<file path="src/rtl/dir_pkg.sv">
`timescale 1ns/1ps
package dir_pkg;

  typedef enum logic [1:0] {
    LN_UNCACHED = 2'd0,
    LN_SHARED   = 2'd1,
    LN_MODIFIED = 2'd2
  } line_state_e;

  typedef enum logic [1:0] {
    OUT_DATA  = 2'd0,
    OUT_INVAL = 2'd1,
    OUT_FETCH = 2'd2,
    OUT_RETRY = 2'd3
  } out_kind_e;

  function automatic int unsigned count_ones(input logic [63:0] v);
    int unsigned n;
    n = 0;
    for (int i = 0; i < 64; i++) n += int'(v[i]);
    return n;
  endfunction

endpackage

</file>
<file path="src/rtl/dir_line_mem.sv">
`timescale 1ns/1ps
module dir_line_mem #(
  parameter int N_LINES = 16,
  parameter int DATA_W  = 32,
  localparam int LW = (N_LINES > 1) ? $clog2(N_LINES) : 1
) (
  input  logic              clk,
  input  logic              rst,
  input  logic [LW-1:0]     addr,
  input  logic              we,
  input  logic [DATA_W-1:0] wdata,
  output logic [DATA_W-1:0] rdata
);

  logic [DATA_W-1:0] mem [N_LINES];

  initial begin
    for (int i = 0; i < N_LINES; i++) mem[i] = '0;
  end

  // single port, write-first: a reply in the cycle of a writeback sees the new data
  always_ff @(posedge clk) begin
    if (we) begin
      mem[addr] <= wdata;
      rdata     <= wdata;
    end else begin
      rdata <= mem[addr];
    end
  end

  AST_WRITE_FIRST: assert property (@(posedge clk) disable iff (rst)
    we |=> rdata == $past(wdata));

endmodule

</file>
<file path="src/rtl/dir_entry_table.sv">
`timescale 1ns/1ps
module dir_entry_table #(
  parameter int N_LINES = 16,
  parameter int ENTRY_W = 16,
  localparam int LW = (N_LINES > 1) ? $clog2(N_LINES) : 1
) (
  input  logic               clk,
  input  logic               rst,
  input  logic [LW-1:0]      addr,
  input  logic               we,
  input  logic [ENTRY_W-1:0] wdata,
  output logic [ENTRY_W-1:0] rdata
);

  logic [ENTRY_W-1:0] tbl [N_LINES];

  assign rdata = tbl[addr];

  // all-zero entry encodes Uncached, nobody present, idle
  always_ff @(posedge clk) begin
    if (rst) begin
      for (int i = 0; i < N_LINES; i++) tbl[i] <= '0;
    end else if (we) begin
      tbl[addr] <= wdata;
    end
  end

endmodule

</file>
<file path="src/rtl/dir_home_ctrl.sv">
`timescale 1ns/1ps
module dir_home_ctrl
  import dir_pkg::*;
#(
  parameter int N_CLUSTERS = 4,
  parameter int N_LINES    = 16,
  parameter int DATA_W     = 32,
  localparam int CW = (N_CLUSTERS > 1) ? $clog2(N_CLUSTERS) : 1,
  localparam int LW = (N_LINES > 1) ? $clog2(N_LINES) : 1,
  localparam int KW = $clog2(N_CLUSTERS + 1)
) (
  input  logic                  clk,
  input  logic                  rst,
  input  logic                  req_valid,
  input  logic                  req_excl,
  input  logic [CW-1:0]         req_src,
  input  logic [LW-1:0]         req_line,
  output logic                  req_ready,
  input  logic                  msg_valid,
  input  logic                  msg_wb,
  input  logic [CW-1:0]         msg_src,
  input  logic [LW-1:0]         msg_line,
  input  logic [DATA_W-1:0]     msg_data,
  output logic                  out_valid,
  output logic [1:0]            out_kind,
  output logic [N_CLUSTERS-1:0] out_dest,
  output logic [LW-1:0]         out_line,
  output logic [DATA_W-1:0]     out_data
);

  typedef struct packed {
    logic [KW-1:0]         cnt;   // acknowledgements still due
    logic [CW-1:0]         psrc;  // waiting requester
    logic                  excl;  // waiting request is exclusive
    logic                  fwd;   // waiting for owner writeback (else for acks)
    logic                  busy;  // transaction in progress
    logic [N_CLUSTERS-1:0] pres;
    line_state_e           st;
  } entry_t;

  localparam int ENTRY_W = $bits(entry_t);
  localparam logic [N_CLUSTERS-1:0] ONE = N_CLUSTERS'(1);

  logic                  take_msg, take_req;
  logic [LW-1:0]         sel_line;
  logic [CW-1:0]         sel_src;
  logic [N_CLUSTERS-1:0] src_bit, psrc_bit, others;
  logic [ENTRY_W-1:0]    cur_raw;
  entry_t                cur, nxt;
  logic                  ent_we, mem_we, o_valid;
  out_kind_e             o_kind;
  logic [N_CLUSTERS-1:0] o_dest;

  // messages win; a request waits while one is present
  assign take_msg  = msg_valid;
  assign take_req  = req_valid & ~msg_valid;
  assign req_ready = ~msg_valid;
  assign sel_line  = take_msg ? msg_line : req_line;
  assign sel_src   = take_msg ? msg_src : req_src;

  dir_entry_table #(.N_LINES(N_LINES), .ENTRY_W(ENTRY_W)) i_table (
    .clk   (clk),
    .rst   (rst),
    .addr  (sel_line),
    .we    (ent_we),
    .wdata (nxt),
    .rdata (cur_raw)
  );

  dir_line_mem #(.N_LINES(N_LINES), .DATA_W(DATA_W)) i_mem (
    .clk   (clk),
    .rst   (rst),
    .addr  (sel_line),
    .we    (mem_we),
    .wdata (msg_data),
    .rdata (out_data)
  );

  assign cur      = entry_t'(cur_raw);
  assign src_bit  = ONE << sel_src;
  assign psrc_bit = ONE << cur.psrc;
  assign others   = cur.pres & ~src_bit;

  always_comb begin
    nxt     = cur;
    ent_we  = 1'b0;
    mem_we  = 1'b0;
    o_valid = 1'b0;
    o_kind  = OUT_DATA;
    o_dest  = '0;
    if (take_msg) begin
      if (!msg_wb) begin
        // invalidation acknowledgement
        if (cur.busy && !cur.fwd && cur.cnt != '0) begin
          ent_we  = 1'b1;
          nxt.cnt = cur.cnt - KW'(1);
          if (cur.cnt == KW'(1)) begin
            nxt.busy = 1'b0;
            nxt.st   = LN_MODIFIED;
            nxt.pres = psrc_bit;
            o_valid  = 1'b1;
            o_dest   = psrc_bit;
          end
        end
      end else if (cur.busy && cur.fwd && cur.pres[msg_src]) begin
        // owner answers a fetch
        mem_we   = 1'b1;
        ent_we   = 1'b1;
        nxt.busy = 1'b0;
        if (cur.excl) begin
          nxt.st   = LN_MODIFIED;
          nxt.pres = psrc_bit;
        end else begin
          nxt.st   = LN_SHARED;
          nxt.pres = cur.pres | psrc_bit;
        end
        o_valid = 1'b1;
        o_dest  = psrc_bit;
      end else if (!cur.busy && cur.st == LN_MODIFIED && cur.pres[msg_src]) begin
        // owner gives the line back
        mem_we   = 1'b1;
        ent_we   = 1'b1;
        nxt.st   = LN_UNCACHED;
        nxt.pres = '0;
      end
    end else if (take_req) begin
      o_valid = 1'b1;
      if (cur.busy) begin
        o_kind = OUT_RETRY;
        o_dest = src_bit;
      end else if (cur.st == LN_MODIFIED) begin
        o_kind   = OUT_FETCH;
        o_dest   = cur.pres;
        ent_we   = 1'b1;
        nxt.busy = 1'b1;
        nxt.fwd  = 1'b1;
        nxt.excl = req_excl;
        nxt.psrc = req_src;
      end else if (!req_excl) begin
        o_dest   = src_bit;
        ent_we   = 1'b1;
        nxt.st   = LN_SHARED;
        nxt.pres = cur.pres | src_bit;
      end else if (others == '0) begin
        o_dest   = src_bit;
        ent_we   = 1'b1;
        nxt.st   = LN_MODIFIED;
        nxt.pres = src_bit;
      end else begin
        o_kind   = OUT_INVAL;
        o_dest   = others;
        ent_we   = 1'b1;
        nxt.busy = 1'b1;
        nxt.fwd  = 1'b0;
        nxt.excl = 1'b1;
        nxt.psrc = req_src;
        nxt.cnt  = KW'(count_ones(64'(others)));
      end
    end
  end

  always_ff @(posedge clk) begin
    if (rst) begin
      out_valid <= 1'b0;
      out_kind  <= '0;
      out_dest  <= '0;
      out_line  <= '0;
    end else begin
      out_valid <= o_valid;
      out_kind  <= o_kind;
      out_dest  <= o_dest;
      out_line  <= sel_line;
    end
  end

  AST_REPLY_ONE_DEST: assert property (@(posedge clk) disable iff (rst)
    out_valid && (out_kind == OUT_DATA || out_kind == OUT_RETRY) |-> $countones(out_dest) == 1);
  AST_BUSY_RETRIES: assert property (@(posedge clk) disable iff (rst)
    take_req && cur.busy |=> out_valid && out_kind == OUT_RETRY);
  AST_INVAL_SKIPS_REQ: assert property (@(posedge clk) disable iff (rst)
    take_req && !cur.busy && req_excl && cur.st == LN_SHARED && others != '0
    |=> out_valid && out_kind == OUT_INVAL && !out_dest[$past(req_src)]);
  AST_OWNER_UNIQUE: assert property (@(posedge clk) disable iff (rst)
    take_msg || take_req |-> cur.st != LN_MODIFIED || $countones(cur.pres) == 1);
  AST_STRAY_ACK_QUIET: assert property (@(posedge clk) disable iff (rst)
    take_msg && !msg_wb && !cur.busy |=> !out_valid);
  AST_HELD_REQ_SILENT: assert property (@(posedge clk) disable iff (rst)
    msg_valid && req_valid |=> !(out_valid && out_kind == OUT_RETRY));

endmodule

</file>
<file path="config.mk">
export PLATFORM = sky130hd
export DESIGN_NAME = dir_home_ctrl
export DESIGN_NICKNAME = d
export VERILOG_FILES = /design/src/rtl/dir_pkg.sv /design/src/rtl/dir_line_mem.sv /design/src/rtl/dir_entry_table.sv /design/src/rtl/dir_home_ctrl.sv
export SDC_FILE = /design/constraint.sdc
export NUM_CORES = 1
export LEC_CHECK = 0
export BUFFER_PORTS_ARGS = -buffer_cell sky130_fd_sc_hd__clkbuf_2
export CORE_ASPECT_RATIO = 0.5
export CORE_UTILIZATION = 50
export DETAILED_ROUTE_END_ITERATION = 10
export PLACE_DENSITY = 0.66
export SYNTH_ARGS = -nofsm -noshare
export SYNTH_HDL_FRONTEND = slang
export SYNTH_SLANG_ARGS = --single-unit
</file>
<file path="constraint.sdc">
create_clock -name clk -period 13.5 [get_ports clk]
set_clock_uncertainty 0.15 [all_clocks]
set_input_delay 3.375 -clock clk [delete_from_list [all_inputs] [get_ports clk]]
set_output_delay 3.375 -clock clk [all_outputs]
set_load 0.005 [all_outputs]
</file>
# After elaboration in Yosys (flattened, before gate mapping)
# Memory sizes are Yosys's and may differ from the RTL's. A register that Yosys moved wholly into a read port is not among the register bits.
# Cells that the tools add are included.
# totals
regBits	11
latchBits	0
ram_bits	736
rom_bits	0
in_bits	50
output_inout_bits	44
word_cells	98
mem_count	2
# mem_list
name	words	word_bits	rd	rd_ports_with_merged_regs	write_ports	line	rtl
i_mem.mem	16	32	1	1	1	dir_line_mem.sv:15	logic [DATA_W-1:0] mem [N_LINES];
i_table.tbl	16	14	1	0	16	dir_entry_table.sv:15	logic [ENTRY_W-1:0] tbl [N_LINES];
# op_classes
addsub	4
multipliers	0
div_mod_pow	0
magnitude_cmp	1
eq_ne	2
shifts	2
n_mux	64
bitwise	7
n_reduce_logical	12
# ops
cell	count
4-bit 2-to-1 mux	13
14-bit 2-to-1 mux	3
6-bit 2-to-1 mux	6
7-bit 2-to-1 mux	4
1-bit 2-to-1 mux	27
8-bit 2-to-1 mux	2
14-bit OR reduction	1
3-bit 2-to-1 mux	4
4-bit OR	2
1-bit by 2-bit << shifter with 4-bit output (first input constant)	2
1-bit logical AND	6
2-bit 2-to-1 mux	3
5-bit 2-to-1 mux	1
4-bit AND	1
4-bit logical NOT	1
4-bit NOT	1
2-bit by 1-bit adder with 3-bit output	1
3-bit by 1-bit adder with 3-bit output	1
3-bit by 1-bit equality test with 1-bit output (second input constant)	1
2-bit by 3-bit < comparator with 1-bit output (second input constant)	1
3-bit nonzero test	1
3-bit OR reduction	1
3-bit by 1-bit subtractor with 3-bit output (second input constant)	1
1-bit by 1-bit adder with 2-bit output	1
other kinds (5)	7

# Longest topological paths before layout
# logic_depth
depth_word	14
depth_mapped	18

# Cells and area by module
# From an unflattened synthesis, not the netlist that was laid out.
# hier_totals
cells_unflattened	1615
hier_area_um2	30720.7
# by_module_without_submodules
mod	instances	cells_each	area_per_inst_um2	seq_area_each_um2
dir_line_mem	1	810	19274.7	15454.8
dir_entry_table	1	639	10162.2	6726.5
dir_home_ctrl	1	166	1283.7	220.2

# Worst setup path before layout
# Ideal clock, no wire load.
# synth_timing
path_kind	input port to flip-flop
start	input port msg_valid
end	memory i_mem.mem[10][0] (enable)
setup_time_ps	461
arrival_time_ps	8155
t_required_ps	12889
slack_ps	4734
stages	13
path_cell_list	buf_6 > nor3b_2 > buf_6 > buf_6 > nor2_4 > o22ai_1 > o21a_1 > or4_1 > o41a_1 > or3_1 > clkbuf_1 > clkbuf_1 > nor3_1
# synth_between
elab_chain_len	11
word_cells_on_any_way	16
cone_classes	1 x eq/ne; 9 x mux; 5 x reduce/logical; 1 x memory
# synth_lines
item	line	rtl
start: declaration	dir_home_ctrl.sv:19	input logic msg_valid,
4-bit 2-to-1 mux	dir_home_ctrl.sv:58	assign sel_line = take_msg ? msg_line : req_line;
memory read 16 x 14 bit	-	
1-bit binary-select mux with 2-bit select (tied with other cells)	dir_home_ctrl.sv:105, dir_home_ctrl.sv:119	
1-bit 2-to-1 mux (not written as such) / 1-bit logical AND (equally long branches)	dir_home_ctrl.sv:105, dir_home_ctrl.sv:119	
1-bit logical AND	dir_home_ctrl.sv:119	end else if (!cur.busy && cur.st == LN_MODIFIED && cur.pres[msg_src]) begin
1-bit 2-to-1 mux	dir_home_ctrl.sv:119	
1-bit 2-to-1 mux	dir_home_ctrl.sv:105	end else if (cur.busy && cur.fwd && cur.pres[msg_src]) begin
1-bit 2-to-1 mux	dir_home_ctrl.sv:92	if (!msg_wb) begin
1-bit 2-to-1 mux	dir_home_ctrl.sv:91	if (take_msg) begin
1-bit 2-to-1 mux	dir_line_mem.sv:23	if (we) begin
1-bit 2-to-1 mux (not written as such)	dir_line_mem.sv:24	mem[addr] <= wdata;
end: declaration	dir_line_mem.sv:15	
# Several ways; a longest one is shown, not always the timed one. The select of a mux whose other input is x is not followed.

==> impl_metrics.json <==
{
  "power.total_uw": 5060,
  "track_usage": 0.242,
  "ys_top_cells_by_area": "edfxtp_1 (70%), mux4_2 (12%), o21ai_0 (1.5%)",
  "synth.net_count": 1794,
  "grt_overflow": 0,
  "dpl.hpwl_um": 42000,
  "vdd_drop_max_mv": 0.0897,
  "grt_pass1_vias": 17300,
  "synth_top_area_cell": "edfxtp_1",
  "numCtsBuffers": 67,
  "cts_tree": "done",
  "n_antenna_cell": 0,
  "max_freq_ghz": 0.101,
  "worst_slew_pin_slew_ns": 1.35,
  "avgSynthCellArea_sq_um": 18.2,
  "portBuffers": 93,
  "antenna_found_initial": 1,
  "insertion_delay_ns": 0.62,
  "finalCriticalPeriod_ns": 9.88,
  "cp-end-kind": "register",
  "detail-route-antenna-nets": 0,
  "status": "complete, no violations",
  "clk_pin_slew_ns": 0.07,
  "yosys_warnings": 0,
  "cp_data_required_time_ns": 13.55,
  "clock_sinks": 751,
  "wl_per_cell_um": 28.6,
  "hold_path.class": "register to register",
  "max-slew-margin-rel": 0.0941,
  "postCtsSetupRepairBufs": 0,
  "viasPerCell": 6.53,
  "holdBufCountCts": 0,
  "h-tree-depth": 3,
  "fin_crit_sh": 0.732,
  "grt_pass1_wl_um": 114000,
  "fin_nets": 1866,
  "area_growth_pct": 11.6,
  "gp_congestion": 0.904,
  "arrival_ns": 9.93,
  "cts.repair.resized": 0,
  "setup_violations": 0,
  "worstSetupStartpointType": "input port",
  "fp.dieArea_sq_mm": 0.0641,
  "hold_viol": 0,
  "drt-initial-drc-count": 2161,
  "routed_wl_um": 76900,
  "worstSetupPathType": "input port to register",
  "ys.flop_type": "edfxtp_1",
  "grt_max_degree": 75,
  "start_util": 0.511,
  "die_h_um": 180,
  "rsz0062_at_grt": "no",
  "critPathMaxFanout": 74,
  "coreArea_sq_mm": 0.0617,
  "drv_slew": 0,
  "p_leak_uw": 0.0111,
  "cts_root_buf": "clkbuf_16",
  "boundaryPins": 94,
  "drive_above_1_share": 0.284,
  "drv_cap": 0,
  "dr.pass1.iters": 5,
  "synth_cell_types": 83,
  "ys_seq_area_frac": 0.710,
  "post-route-drc-count": 0,
  "n_fill_cell": 4582,
  "setup_tns_ns": 0,
  "ys_async_sr_fraction": 0,
  "syn_area_sq_mm": 0.0315,
  "worst_hold_slack_ns": 0.889,
  "postSynthCellCount": 1737,
  "synth_top_area_frac": 0.701,
  "vias": 17500,
  "power_density_mw_per_mm2": 144,
  "clockBufferDepth": 3,
  "rows": 64,
  "die_w_um": 357,
  "synth_edf_count": 736,
  "ff_latch_area_sq_mm": 0.0224,
  "utilization": 0.570,
  "multiInputGateArea_sq_mm": 0.00851,
  "ys_seq_elements": 751
}
==> registers in the layout (all words and copies together) (netlist names), named ones only <==
signal	flops
i_mem.mem	512
out_valid	1
out_kind	2
out_dest	4
i_table.tbl	224
out_line	4
==> worst max-delay path, cell delays in order <==
cell,delay (ns)
clkbuf_2,0.76
nor2b_1,0.31
a2bb2oi_4,0.46
buf_4,0.73
nor2_1,0.10
or4_1,0.66
a2111oi_2,0.80
a21oi_2,0.15
o31ai_4,0.19
nand2_4,0.59
buf_4,0.54
o31ai_2,1.12
==> metal layers <==
| layer | part of all wire | global-route usage |
|---|---|---|
| met5 | 0.00021 | 0 |
| met3 | 0.084 | 0.0455 |
| met2 | 0.48 | 0.376 |
| met1 | 0.41 | 0.354 |
| met4 | 0.025 | 0.0656 |
==> Yosys cell counts, types with 4 or more instances <==
cell	instances
nor2_1	107
inv_1	18
and2_1	5
a21o_1	4
o31ai_1	9
clkbuf_1	78
or3_1	6
a31oi_1	4
nor4_2	26
a2bb2oi_1	5
nand3_1	12
nand4_1	6
ha_1	6
buf_2	29
buf_6	17
o21ai_0	97
a2111oi_2	15
o21bai_1	12
o22ai_1	9
nor3_1	19
a21oi_1	49
o211ai_1	6
dfxtp_1	15
nand2_1	25
edfxtp_1	736
o31ai_4	4
o32ai_1	4
or4_1	4
a32oi_1	4
nor4_1	55
buf_1	18
mux4_2	173
buf_4	7
nand2b_1	6
a2111oi_0	20
mux2i_1	17
a211oi_1	8
a41oi_1	19
a22oi_1	11
==> area by class of cell <==
type                            count  area share
Inverter                           19     0.00203
Multi-Input combinational cell    818       0.242
Timing Repair Buffer              152      0.0258
Clock buffer                       82      0.0510
Clock inverter                     38      0.0130
Sequential cell                   751       0.637
Tap cell                          825      0.0293
==> cell usage in the layout, fill, tap and decap left out, drive strengths merged, types with 6 or more instances in the layout <==
master	instances
edfxtp	736
clkbuf	175
mux4	173
nor2	111
o21ai	101
nor4	81
buf	59
a21oi	50
a2111oi	36
nand2	26
clkinv	24
inv	20
nor3	20
a41oi	19
mux2i	17
dfxtp	15
o31ai	14
nand3	12
o21bai	12
a22oi	11
o22ai	9
bufinv	9
a211oi	9
a2bb2oi	8
or3	6
nand2b	6
nand4	6
o211ai	6
ha	6
==> path summary, 6_finish.rpt <==
path	startpoint	to	slack (ns)	depth (start not counted)
worst max register to register	i_table.tbl[1][11]$_SDFFCE_PN0P_	i_table.tbl[15][4]$_SDFFCE_PN0P_	7.98	11
worst max-delay path	msg_valid	i_table.tbl[15][4]$_SDFFCE_PN0P_	3.62	12
worst min-delay path	i_table.tbl[11][5]$_SDFFCE_PN0P_	out_dest[3]$_SDFF_PP0_	0.89	5
worst min register to register	i_table.tbl[11][5]$_SDFFCE_PN0P_	out_dest[3]$_SDFF_PP0_	0.89	5
==> logic make-up after synthesis <==
group	count (synthesis)	share of synthesized area
simple gates	300	0.0557
xor+xnor	1	0.000278
flops	751	0.710
mux	192	0.130
fa+ha+maj	7	0.00301
buf+inv	168	0.0260
compound gates	318	0.0749
==> report_power, final <==
group	switching [uW]	total (uW)	internal [uW]
Sequential	23.0	2610	2590
Clock	859	1990	1130
Combinational	296	456	160
==> through the flow <==
stage,instances,cell area [sq um],setup WS (ns)
floorplan,1737,31500,4.73
global placement,2565,32900,3.29
CTS,2685,35200,3.75
finish,2685,35200,3.62
detailed placement,2565,32900,3.13
global route,2685,35200,3.35
No activity file was read; power rests on OpenSTA's default activity.
